**config.mk**
```make
export PLATFORM = sky130hd
export DESIGN_NAME = panel_pwr_seq
export DESIGN_NICKNAME = d
export VERILOG_FILES = /design/src/rtl/panel_pwr_pkg.sv /design/src/rtl/panel_pwr_timer.sv /design/src/rtl/panel_pwr_fsm.sv /design/src/rtl/panel_pwr_seq.sv
export SDC_FILE = /design/constraint.sdc
export NUM_CORES = 1
export LEC_CHECK = 0
export CAP_MARGIN = 0
export CORE_ASPECT_RATIO = 0.9
export CORE_MARGIN = 8
export CORE_UTILIZATION = 25
export DETAILED_ROUTE_END_ITERATION = 6
export PLACE_DENSITY = 0.46
export SYNTH_ARGS = -nofsm -noshare
export SYNTH_HDL_FRONTEND = slang
export SYNTH_SLANG_ARGS = --single-unit
```
**constraint.sdc**
```tcl
create_clock -name clk -period 4 [get_ports clk]
set_clock_uncertainty 0.2 [all_clocks]
set_input_delay 0.4 -clock clk [delete_from_list [all_inputs] [get_ports clk]]
set_output_delay 0.4 -clock clk [all_outputs]
set_load 0.01 [all_outputs]
```
**src/rtl/panel_pwr_pkg.sv**
```systemverilog
package panel_pwr_pkg;

  localparam int NUM_STAGES = 6;  // logic, gate-low, analog, gate supply, gate drive, backlight
  localparam int NUM_SENSED = 3;  // stages 1..3 report power-good
  localparam int LW         = $clog2(NUM_STAGES + 1);

  typedef enum logic [2:0] {
    PS_OFF,     // idle, nothing enabled
    PS_PGWAIT,  // top stage enabled, waiting for its power-good
    PS_HOLD,    // waiting out the gap before the next stage
    PS_ON,      // all stages on
    PS_FALL,    // waiting out the gap before the next stage goes off
    PS_LOCK     // re-power lockout
  } pseq_state_e;

endpackage

```
**src/rtl/panel_pwr_timer.sv**
```systemverilog
module panel_pwr_timer #(
  parameter int TICK_CLKS = 50000,
  parameter int CW        = 12
) (
  input  logic          clk,
  input  logic          rst_n,
  input  logic          load,
  input  logic [CW-1:0] load_ticks,
  output logic          expired
);

  localparam int SW = (TICK_CLKS > 1) ? $clog2(TICK_CLKS) : 1;
  localparam logic [SW-1:0] SUB_LAST = SW'(TICK_CLKS - 1);

  logic [SW-1:0] sub_q;
  logic [CW-1:0] rem_q;

  // The tick prescaler restarts with every load, so a delay of N ticks
  // lasts exactly N*TICK_CLKS cycles from the loading edge.
  always_ff @(posedge clk or negedge rst_n) begin
    if (!rst_n) begin
      sub_q <= '0;
      rem_q <= '0;
    end else if (load) begin
      sub_q <= '0;
      rem_q <= load_ticks;
    end else if (rem_q != '0) begin
      if (sub_q == SUB_LAST) begin
        sub_q <= '0;
        rem_q <= rem_q - 1'b1;
      end else begin
        sub_q <= sub_q + 1'b1;
      end
    end
  end

  assign expired = (rem_q == '0);

endmodule

```
**src/rtl/panel_pwr_fsm.sv**
```systemverilog
module panel_pwr_fsm
  import panel_pwr_pkg::*;
#(
  parameter int CW               = 12,
  parameter int GAP_LOGIC        = 1,
  parameter int GAP_VGL          = 1,
  parameter int GAP_RAIL         = 0,
  parameter int GAP_GATE         = 20,
  parameter int GAP_START        = 40,
  parameter int LOCKOUT_TICKS    = 4000,
  parameter int PG_TIMEOUT_TICKS = 20
) (
  input  logic                  clk,
  input  logic                  rst_n,
  input  logic                  req,
  input  logic [NUM_SENSED-1:0] pg,
  input  logic                  tmr_done,
  output logic                  tmr_load,
  output logic [CW-1:0]         tmr_ticks,
  output logic [LW-1:0]         nxt_level,
  output logic                  ready,
  output logic                  busy,
  output logic                  fault
);

  localparam logic [LW-1:0] TOP_LVL = LW'(NUM_STAGES);
  localparam logic [LW-1:0] SENSED  = LW'(NUM_SENSED);

  pseq_state_e   st_q, st_d;
  logic [LW-1:0] lvl_q;
  logic          flt_d;

  logic [LW-1:0] up_lvl, dn_lvl;
  pseq_state_e   up_st, dn_st;
  logic [CW-1:0] up_ticks, dn_ticks;
  logic          do_up, do_dn, pg_cur;

  // Gap that follows stage s on the way up, and precedes its removal on the way down.
  function automatic logic [CW-1:0] gap_of(input logic [LW-1:0] s);
    case (s)
      LW'(1):  gap_of = CW'(GAP_LOGIC);
      LW'(2):  gap_of = CW'(GAP_VGL);
      LW'(3):  gap_of = CW'(GAP_RAIL);
      LW'(4):  gap_of = CW'(GAP_GATE);
      LW'(5):  gap_of = CW'(GAP_START);
      default: gap_of = '0;
    endcase
  endfunction

  always_comb begin
    pg_cur = 1'b0;
    for (int i = 0; i < NUM_SENSED; i++) begin
      if (lvl_q == LW'(i + 1)) pg_cur = pg[i];
    end
  end

  // Prepared step up and step down, picked by the state logic below.
  always_comb begin
    up_lvl = lvl_q + 1'b1;
    if (up_lvl == TOP_LVL) begin
      up_st    = PS_ON;
      up_ticks = '0;
    end else if (up_lvl <= SENSED) begin
      up_st    = PS_PGWAIT;
      up_ticks = CW'(PG_TIMEOUT_TICKS);
    end else begin
      up_st    = PS_HOLD;
      up_ticks = gap_of(up_lvl);
    end

    dn_lvl = lvl_q - 1'b1;
    if (dn_lvl == '0) begin
      dn_st    = PS_LOCK;
      dn_ticks = CW'(LOCKOUT_TICKS);
    end else begin
      dn_st    = PS_FALL;
      dn_ticks = gap_of(dn_lvl);
    end
  end

  always_comb begin
    st_d      = st_q;
    nxt_level = lvl_q;
    flt_d     = fault;
    tmr_load  = 1'b0;
    tmr_ticks = '0;
    do_up     = 1'b0;
    do_dn     = 1'b0;

    case (st_q)
      PS_OFF: begin
        if (!req)        flt_d = 1'b0;
        else if (!fault) do_up = 1'b1;
      end
      PS_PGWAIT: begin
        if (!req) begin
          do_dn = 1'b1;
        end else if (pg_cur) begin
          st_d      = PS_HOLD;
          tmr_load  = 1'b1;
          tmr_ticks = gap_of(lvl_q);
        end else if (tmr_done) begin
          do_dn = 1'b1;
          flt_d = 1'b1;
        end
      end
      PS_HOLD: begin
        if (!req)          do_dn = 1'b1;
        else if (tmr_done) do_up = 1'b1;
      end
      PS_ON: begin
        if (!req) do_dn = 1'b1;
      end
      PS_FALL: begin
        if (tmr_done) do_dn = 1'b1;
      end
      PS_LOCK: begin
        if (tmr_done) st_d = PS_OFF;
      end
      default: st_d = PS_OFF;
    endcase

    if (do_up) begin
      st_d      = up_st;
      nxt_level = up_lvl;
      tmr_load  = (up_st != PS_ON);
      tmr_ticks = up_ticks;
    end else if (do_dn) begin
      st_d      = dn_st;
      nxt_level = dn_lvl;
      tmr_load  = 1'b1;
      tmr_ticks = dn_ticks;
    end
  end

  always_ff @(posedge clk or negedge rst_n) begin
    if (!rst_n) begin
      st_q  <= PS_OFF;
      lvl_q <= '0;
      fault <= 1'b0;
    end else begin
      st_q  <= st_d;
      lvl_q <= nxt_level;
      fault <= flt_d;
    end
  end

  assign ready = (st_q == PS_ON);
  assign busy  = (st_q != PS_ON) && (st_q != PS_OFF);

endmodule

```
**src/rtl/panel_pwr_seq.sv**
```systemverilog
module panel_pwr_seq
  import panel_pwr_pkg::*;
#(
  parameter int TICK_CLKS        = 50000,
  parameter int GAP_LOGIC        = 1,
  parameter int GAP_VGL          = 1,
  parameter int GAP_RAIL         = 0,
  parameter int GAP_GATE         = 20,
  parameter int GAP_START        = 40,
  parameter int LOCKOUT_TICKS    = 4000,
  parameter int PG_TIMEOUT_TICKS = 20
) (
  input  logic clk,
  input  logic rst_n,
  input  logic pwr_req,
  input  logic pg_logic,
  input  logic pg_gate_low,
  input  logic pg_analog,
  output logic en_logic,
  output logic en_gate_low,
  output logic en_analog,
  output logic en_gate_supply,
  output logic en_gate_drive,
  output logic en_backlight,
  output logic ready,
  output logic busy,
  output logic fault
);

  localparam int CW = $clog2(LOCKOUT_TICKS + PG_TIMEOUT_TICKS + GAP_LOGIC + GAP_VGL +
                             GAP_RAIL + GAP_GATE + GAP_START + 2);

  logic                  tmr_load, tmr_done;
  logic [CW-1:0]         tmr_ticks;
  logic [LW-1:0]         nxt_level;
  logic [NUM_SENSED-1:0] pg_vec;
  logic [NUM_STAGES-1:0] stage_en;

  assign pg_vec = {pg_analog, pg_gate_low, pg_logic};

  panel_pwr_timer #(
    .TICK_CLKS (TICK_CLKS),
    .CW        (CW)
  ) u_timer (
    .clk        (clk),
    .rst_n      (rst_n),
    .load       (tmr_load),
    .load_ticks (tmr_ticks),
    .expired    (tmr_done)
  );

  panel_pwr_fsm #(
    .CW               (CW),
    .GAP_LOGIC        (GAP_LOGIC),
    .GAP_VGL          (GAP_VGL),
    .GAP_RAIL         (GAP_RAIL),
    .GAP_GATE         (GAP_GATE),
    .GAP_START        (GAP_START),
    .LOCKOUT_TICKS    (LOCKOUT_TICKS),
    .PG_TIMEOUT_TICKS (PG_TIMEOUT_TICKS)
  ) u_fsm (
    .clk       (clk),
    .rst_n     (rst_n),
    .req       (pwr_req),
    .pg        (pg_vec),
    .tmr_done  (tmr_done),
    .tmr_load  (tmr_load),
    .tmr_ticks (tmr_ticks),
    .nxt_level (nxt_level),
    .ready     (ready),
    .busy      (busy),
    .fault     (fault)
  );

  // One flop per stage, decoded from the next level, so the enables never glitch.
  for (genvar g = 0; g < NUM_STAGES; g++) begin : g_stage
    always_ff @(posedge clk or negedge rst_n) begin
      if (!rst_n) stage_en[g] <= 1'b0;
      else        stage_en[g] <= (nxt_level > LW'(g));
    end
  end

  assign en_logic       = stage_en[0];
  assign en_gate_low    = stage_en[1];
  assign en_analog      = stage_en[2];
  assign en_gate_supply = stage_en[3];
  assign en_gate_drive  = stage_en[4];
  assign en_backlight   = stage_en[5];

endmodule

```
* Word-level counts from Yosys, hierarchy flattened *
Index checks and enable logic that the tools add are counted.
W data, S select, Z words.

storage, ports and cells
  register bits = 41
  output and inout port bits = 9
  word-level logic and storage cells = 119

operators by class
  add/subtract/negate cells = 4
  magnitude comparators = 7
  equal/unequal tests = 30
  muxes and demuxes = 50
  reductions and logical operators = 17

operator list
  cell                     number
  $mux W12                 11
  $pmux W6 S3              3
  $mux W16                 3
  $eq A3 B3 Y1 const B     9
  $mux W3                  8
  $mux W1                  20
  $eq A3 B2 Y1 const B     6
  $add A16 B1 Y16 const B  1
  $eq A16 B16 Y1 const B   1
  $eq A3 B1 Y1 const B     4
  $logic_not A12 Y1        1
  $reduce_bool A12 Y1      1
  $sub A12 B1 Y12 const B  1
  $pmux W3 S3              1
  $ne A2 B2 Y1 const B     4
  $ne A4 B2 Y1 const B     2
  $reduce_or A2 Y1         4
  $gt A3 B1 Y1 const B     2
  $gt A3 B2 Y1 const B     2
  $gt A3 B3 Y1 const B     2
  $logic_not A3 Y1         2
  $ne A3 B2 Y1 const B     2
  $reduce_bool A2 Y1       3
  $reduce_and A5 Y1        1
  13 further kinds         14

* Depth between registers and ports, before layout *
  depth in word-level cells = 11
  mapped depth = 11

* By module *
A second synthesis with hierarchy kept.

second synthesis, totals
  cells, all modules = 314
  area, all modules = 2,855.2 um2

modules (own cells, without submodules)
  module           times used  cells an instance  area an instance (um2)
  panel_pwr_timer  1           194                1,737.9
  panel_pwr_fsm    1           108                927.1
  panel_pwr_seq    1           12                 190.2

* Worst setup path before layout *
OpenSTA, ideal clock, no wires.

  kind = register to register
  start point = reg u_fsm.lvl_q[0]
  end point = reg u_timer.sub_q[12]
  library setup time = 66 ps
  arrival time = 2,492 ps
  required time = 3,734 ps
  slack = 1,242 ps
  stages on the path, launching flop included = 11
  path buffers = 1
  cell sequence = dfrtp_1 ha_1 ha_1 nand4bb_1 o211ai_2 nor4_2 nor3_4 a21oi_1 buf_2 or4_1 nand2_1

on the way
  longest elaborated chain between the ends = 10

RTL lines
  element                                                RTL line               text
  start, declared                                        panel_pwr_fsm.sv:30    logic [LW-1:0] lvl_q;
  start signal, assigned                                 panel_pwr_fsm.sv:143   lvl_q <= nxt_level;
  branches (longest 8 deep; another with $add A3 B1 Y3)  -
  $mux W1 *                                              panel_pwr_fsm.sv:123   if (do_up) begin
  $mux W16 or $reduce_bool A2 Y1 (tied branches)         -
  end signal, assigned                                   panel_pwr_timer.sv:32  sub_q <= sub_q + 1'b1;
  end, declared                                          panel_pwr_timer.sv:15  logic [SW-1:0] sub_q;

Mark *: on every way between the ends.
A chain may end at the register's enable or synchronous reset.

* Worst setup path after layout *
  start point = reg u_fsm.lvl_q[0]
  end point = reg u_fsm.st_q[0]

on the way
  longest elaborated chain between the ends = 9

RTL lines
  element                                                        RTL line              text
  $eq A3 B1 Y1                                                   panel_pwr_fsm.sv:53   if (lvl_q == LW'(i + 1)) pg_cur = pg[i];
  $mux W1 (3 in series)                                          panel_pwr_fsm.sv:53
  $mux W1                                                        panel_pwr_fsm.sv:98   end else if (pg_cur) begin
  $mux W1                                                        panel_pwr_fsm.sv:96   if (!req) begin
  $pmux W1 S3                                                    panel_pwr_fsm.sv:90   case (st_q)
  $ne A4 B1 Y1 (no source line) (tied with other cells)          -
  $reduce_and A4 Y1 (no source line) or $mux W3 (tied branches)  -
  end signal, assigned                                           panel_pwr_fsm.sv:142  st_q <= st_d;
  end, declared                                                  panel_pwr_fsm.sv:29   pseq_state_e st_q, st_d;

Parallel ways exist; a longest one is shown, timed or not.

==> impl_metrics.toml <==
[sta]
setup_viol_count_final = 0
max_clock_freq_mhz = 318
period_needed_ps = 3150
hold_viol = 0
grt_setup_unrepaired = "false"
setup_slack_ps = 853
tns_ps = 0
tightest_slew_ps = 1020
relSlewSlack = 0.320
drv_slew = 0
fin_crit_sh = 0.787

[routing]
drt_iter0_markers = 191
vias = 2338
drt-total-wl_microns = 6680
wire_per_inst_microns = 14.7
drt-pass1-iter-count = 4
via_per_inst = 5.16
post-route-drc-count = 0
ant_nets = 0

[synth]
synth_top_area_frac = 0.376
synth-seq-cells = 41
ys_top_cells_by_area = "dfrtp_1 (38%), ha_1 (5.0%), nand2_1 (4.1%)"
ys_seq_area_frac = 0.376
synth_top_cell_by_area = "dfrtp_1"
synth_cell_types = 62
async_reset_ff_frac = 1.00
synth_area_sq_um = 2730
syn_inst = 307
ys.flop_type = "dfrtp_1"
syn_nets = 324
synth_edf_count = 0
yosys_warnings = 0
avgSynthCellArea_sq_um = 8.88

[critical_path]
crit_type = "flop to flop"
r2r_slack_ps = 850
critPathArrivalTime_ps = 3110
critical_path.max_fanout = 10
rr_worst_depth = 9
end_kind = "flop"
crit_path_start_kind = "flop"
required_ps = 3960

[floorplan]
ioPinCount = 15
std_cell_rows = 36
die_y_microns = 115
dieArea_sq_um = 14500
fp.coreArea_sq_um = 10700
fp.dieW_microns = 126
start_util = 0.254

[global_routing]
grt_overflow = 0
grt_util_met1 = 0.135
antenna_found_initial = 0
gr-usage-all-layers = 0.0972
grt_pass1_wl_microns = 11400
grt_util_met2 = 0.143
grt_max_degree = 42
top_usage_layer = "met2"
grt_pass1_vias = 2243
use_met3 = 0.0287

[power]
p_seq_frac = 0.461
p_int_w = 0.000730
swShare = 0.187
p_switching_w = 0.000168
ir_worst_vdd_mv = 0.156
leakage_nw = 1.32
pwr_density_cell_nw_per_um2 = 284
comb_power_share = 0.016
clock_power_share = 0.523

[layout]
fill_cells = 1132
multi_input_area_sq_um = 1590
area_growth_pct = 16.1
final-seq-area_sq_um = 1030
nets = 336
layout-drive-gt1-share = 0.0969
antennaDiodeCount = 0

[clocking]
cts_tree = "yes"
cts_resized = 0
cts_buffers = 5
cts_setup_buffers = 0
h-tree-depth = 2
cts_buffer_depth = 2
numClockSinks = 41
hold_buffers = 0
clockRootBuffer = "clkbuf_16"
clock_latency_ps = 280
clk_pin_slew_ps = 60

[place]
port_buffers = 14
place_ws_ps = 820
post-dp-hpwl_microns = 4690
finalWeightedCongestion = 0.827

[hold_path]
hold_path_class = "primary input to asynchronous set/reset pin"

[run]
drv_cap = 0

[status]
run_status = "completed"
## flip-flops by register name, indices dropped and copies added (netlist names)
signal          cells
u_timer.sub_q      16
en_gate_supply      1
en_gate_low         1
u_fsm.lvl_q         3
en_analog           1
u_timer.rem_q      12
u_fsm.st_q          3
en_gate_drive       1
en_logic            1
u_fsm.fault         1
en_backlight        1
## metrics by stage
stage / util / hold slack, ps / std cells / power, W / cell area, sq um
floorplan: - / -95.6 / 307 / 0.000423 / 2730
global placement: 0.279 / 337 / 445 / 0.000437 / 2990
detailed placement: 0.279 / 328 / 445 / 0.000437 / 2990
CTS: 0.295 / 117 / 453 / 0.000921 / 3170
global route: 0.295 / 182 / 453 / 0.000939 / 3170
finish: 0.295 / 91.4 / 453 / 0.000899 / 3170
## metal layers
layer	routed length [microns]	vias to the layer above
met5	0	-
met4	54	0
met3	366	7
met2	2900	46
met1	3360	1130
li1	-	1155
## cells in the mapped netlist (all sizes together) (2+ instances only)
cell / number
and4: 3
or4: 8
nand4bb: 2
a31oi: 5
inv: 15
a21o: 4
nand4: 4
and2: 3
a311oi: 2
and3: 7
o31ai: 2
nand3: 14
xnor2: 6
dfrtp: 41
o211ai: 8
a211oi: 2
buf: 9
nor4: 5
nor2b: 2
o21ai: 16
nor3b: 3
a31o: 6
clkbuf: 3
or3: 3
nor4bb: 2
xor2: 5
nor2: 29
ha: 11
nand2b: 5
nor3: 13
nand2: 30
a21oi: 22
nand3b: 2
## critical path, cell delays in order (launching register included)
cell and delay [ps]:
dfrtp_1 480, ha_1 250, ha_1 190, nand4bb_1 200, o211ai_2 320, nor4_2 140
o211ai_1 640, o311ai_0 320, o21ai_0 210, o21ai_1 80
## cell families (layout without fill, tap and decap cells)
kind of cell | after synthesis | count (layout) | share of synthesized area
xor gates and xnor gates | 11 | 11 | 0.0353
DFF | 41 | 41 | 0.376
and+or+nand+nor | 137 | 137 | 0.292
adders and majority gates | 11 | 11 | 0.0505
AOI/OAI and AO/OA | 79 | 79 | 0.201
muxes | 1 | 1 | 0.00367
buffers and inverters | 27 | 40 | 0.0418
## path summary, 6_finish.rpt
path | start | end
setup / recovery | u_fsm.lvl_q[0] | u_fsm.st_q[0]
hold / removal | rst_n | u_timer.sub_q[12]
setup reg to reg | u_fsm.lvl_q[0] | u_fsm.st_q[0]
hold reg to reg | u_timer.sub_q[15] | u_timer.sub_q[15]
max in group asynchronous | rst_n | en_gate_supply
min in group clk | u_timer.sub_q[15] | u_timer.sub_q[15]
## power groups by stage
| stage | Clock (W) | Combinational [W] | Sequential (W) |
|---|---|---|---|
| finish | 0.000470 | 0.0000140 | 0.000415 |
| CTS | 0.000491 | 0.0000147 | 0.000415 |
| detailed placement | 0 | 0.0000147 | 0.000422 |
| floorplan | 0 | 0.000000211 | 0.000422 |
| global route | 0.000508 | 0.0000163 | 0.000414 |
| global placement | 0 | 0.0000146 | 0.000422 |
## layout make-up
cell class / instances / area share
Multi-Input combinational cell: 239 / 0.501
Clock inverter: 1 / 0.00949
Tap cell: 133 / 0.0526
Sequential cell: 41 / 0.324
Clock buffer: 7 / 0.0451
Timing Repair Buffer: 17 / 0.0498
Inverter: 15 / 0.0178
## layout by cell type (no fill, tap or decap), drive strengths merged, types with 3 or more instances in the layout
master         instances
nand3                 14
a21o                   4
xor2                   5
a31o                   6
clkdlybuf4s50         13
nand2                 30
nand4                  4
or4                    8
and2                   3
and4                   3
nor2                  29
xnor2                  6
inv                   15
nor4                   5
o211ai                 8
nand2b                 5
a21oi                 22
ha                    11
nor3b                  3
dfrtp                 41
or3                    3
nor3                  13
a31oi                  5
clkbuf                 7
buf                    4
and3                   7
o21ai                 16
Note: power is estimated with default switching activity, not from simulation.
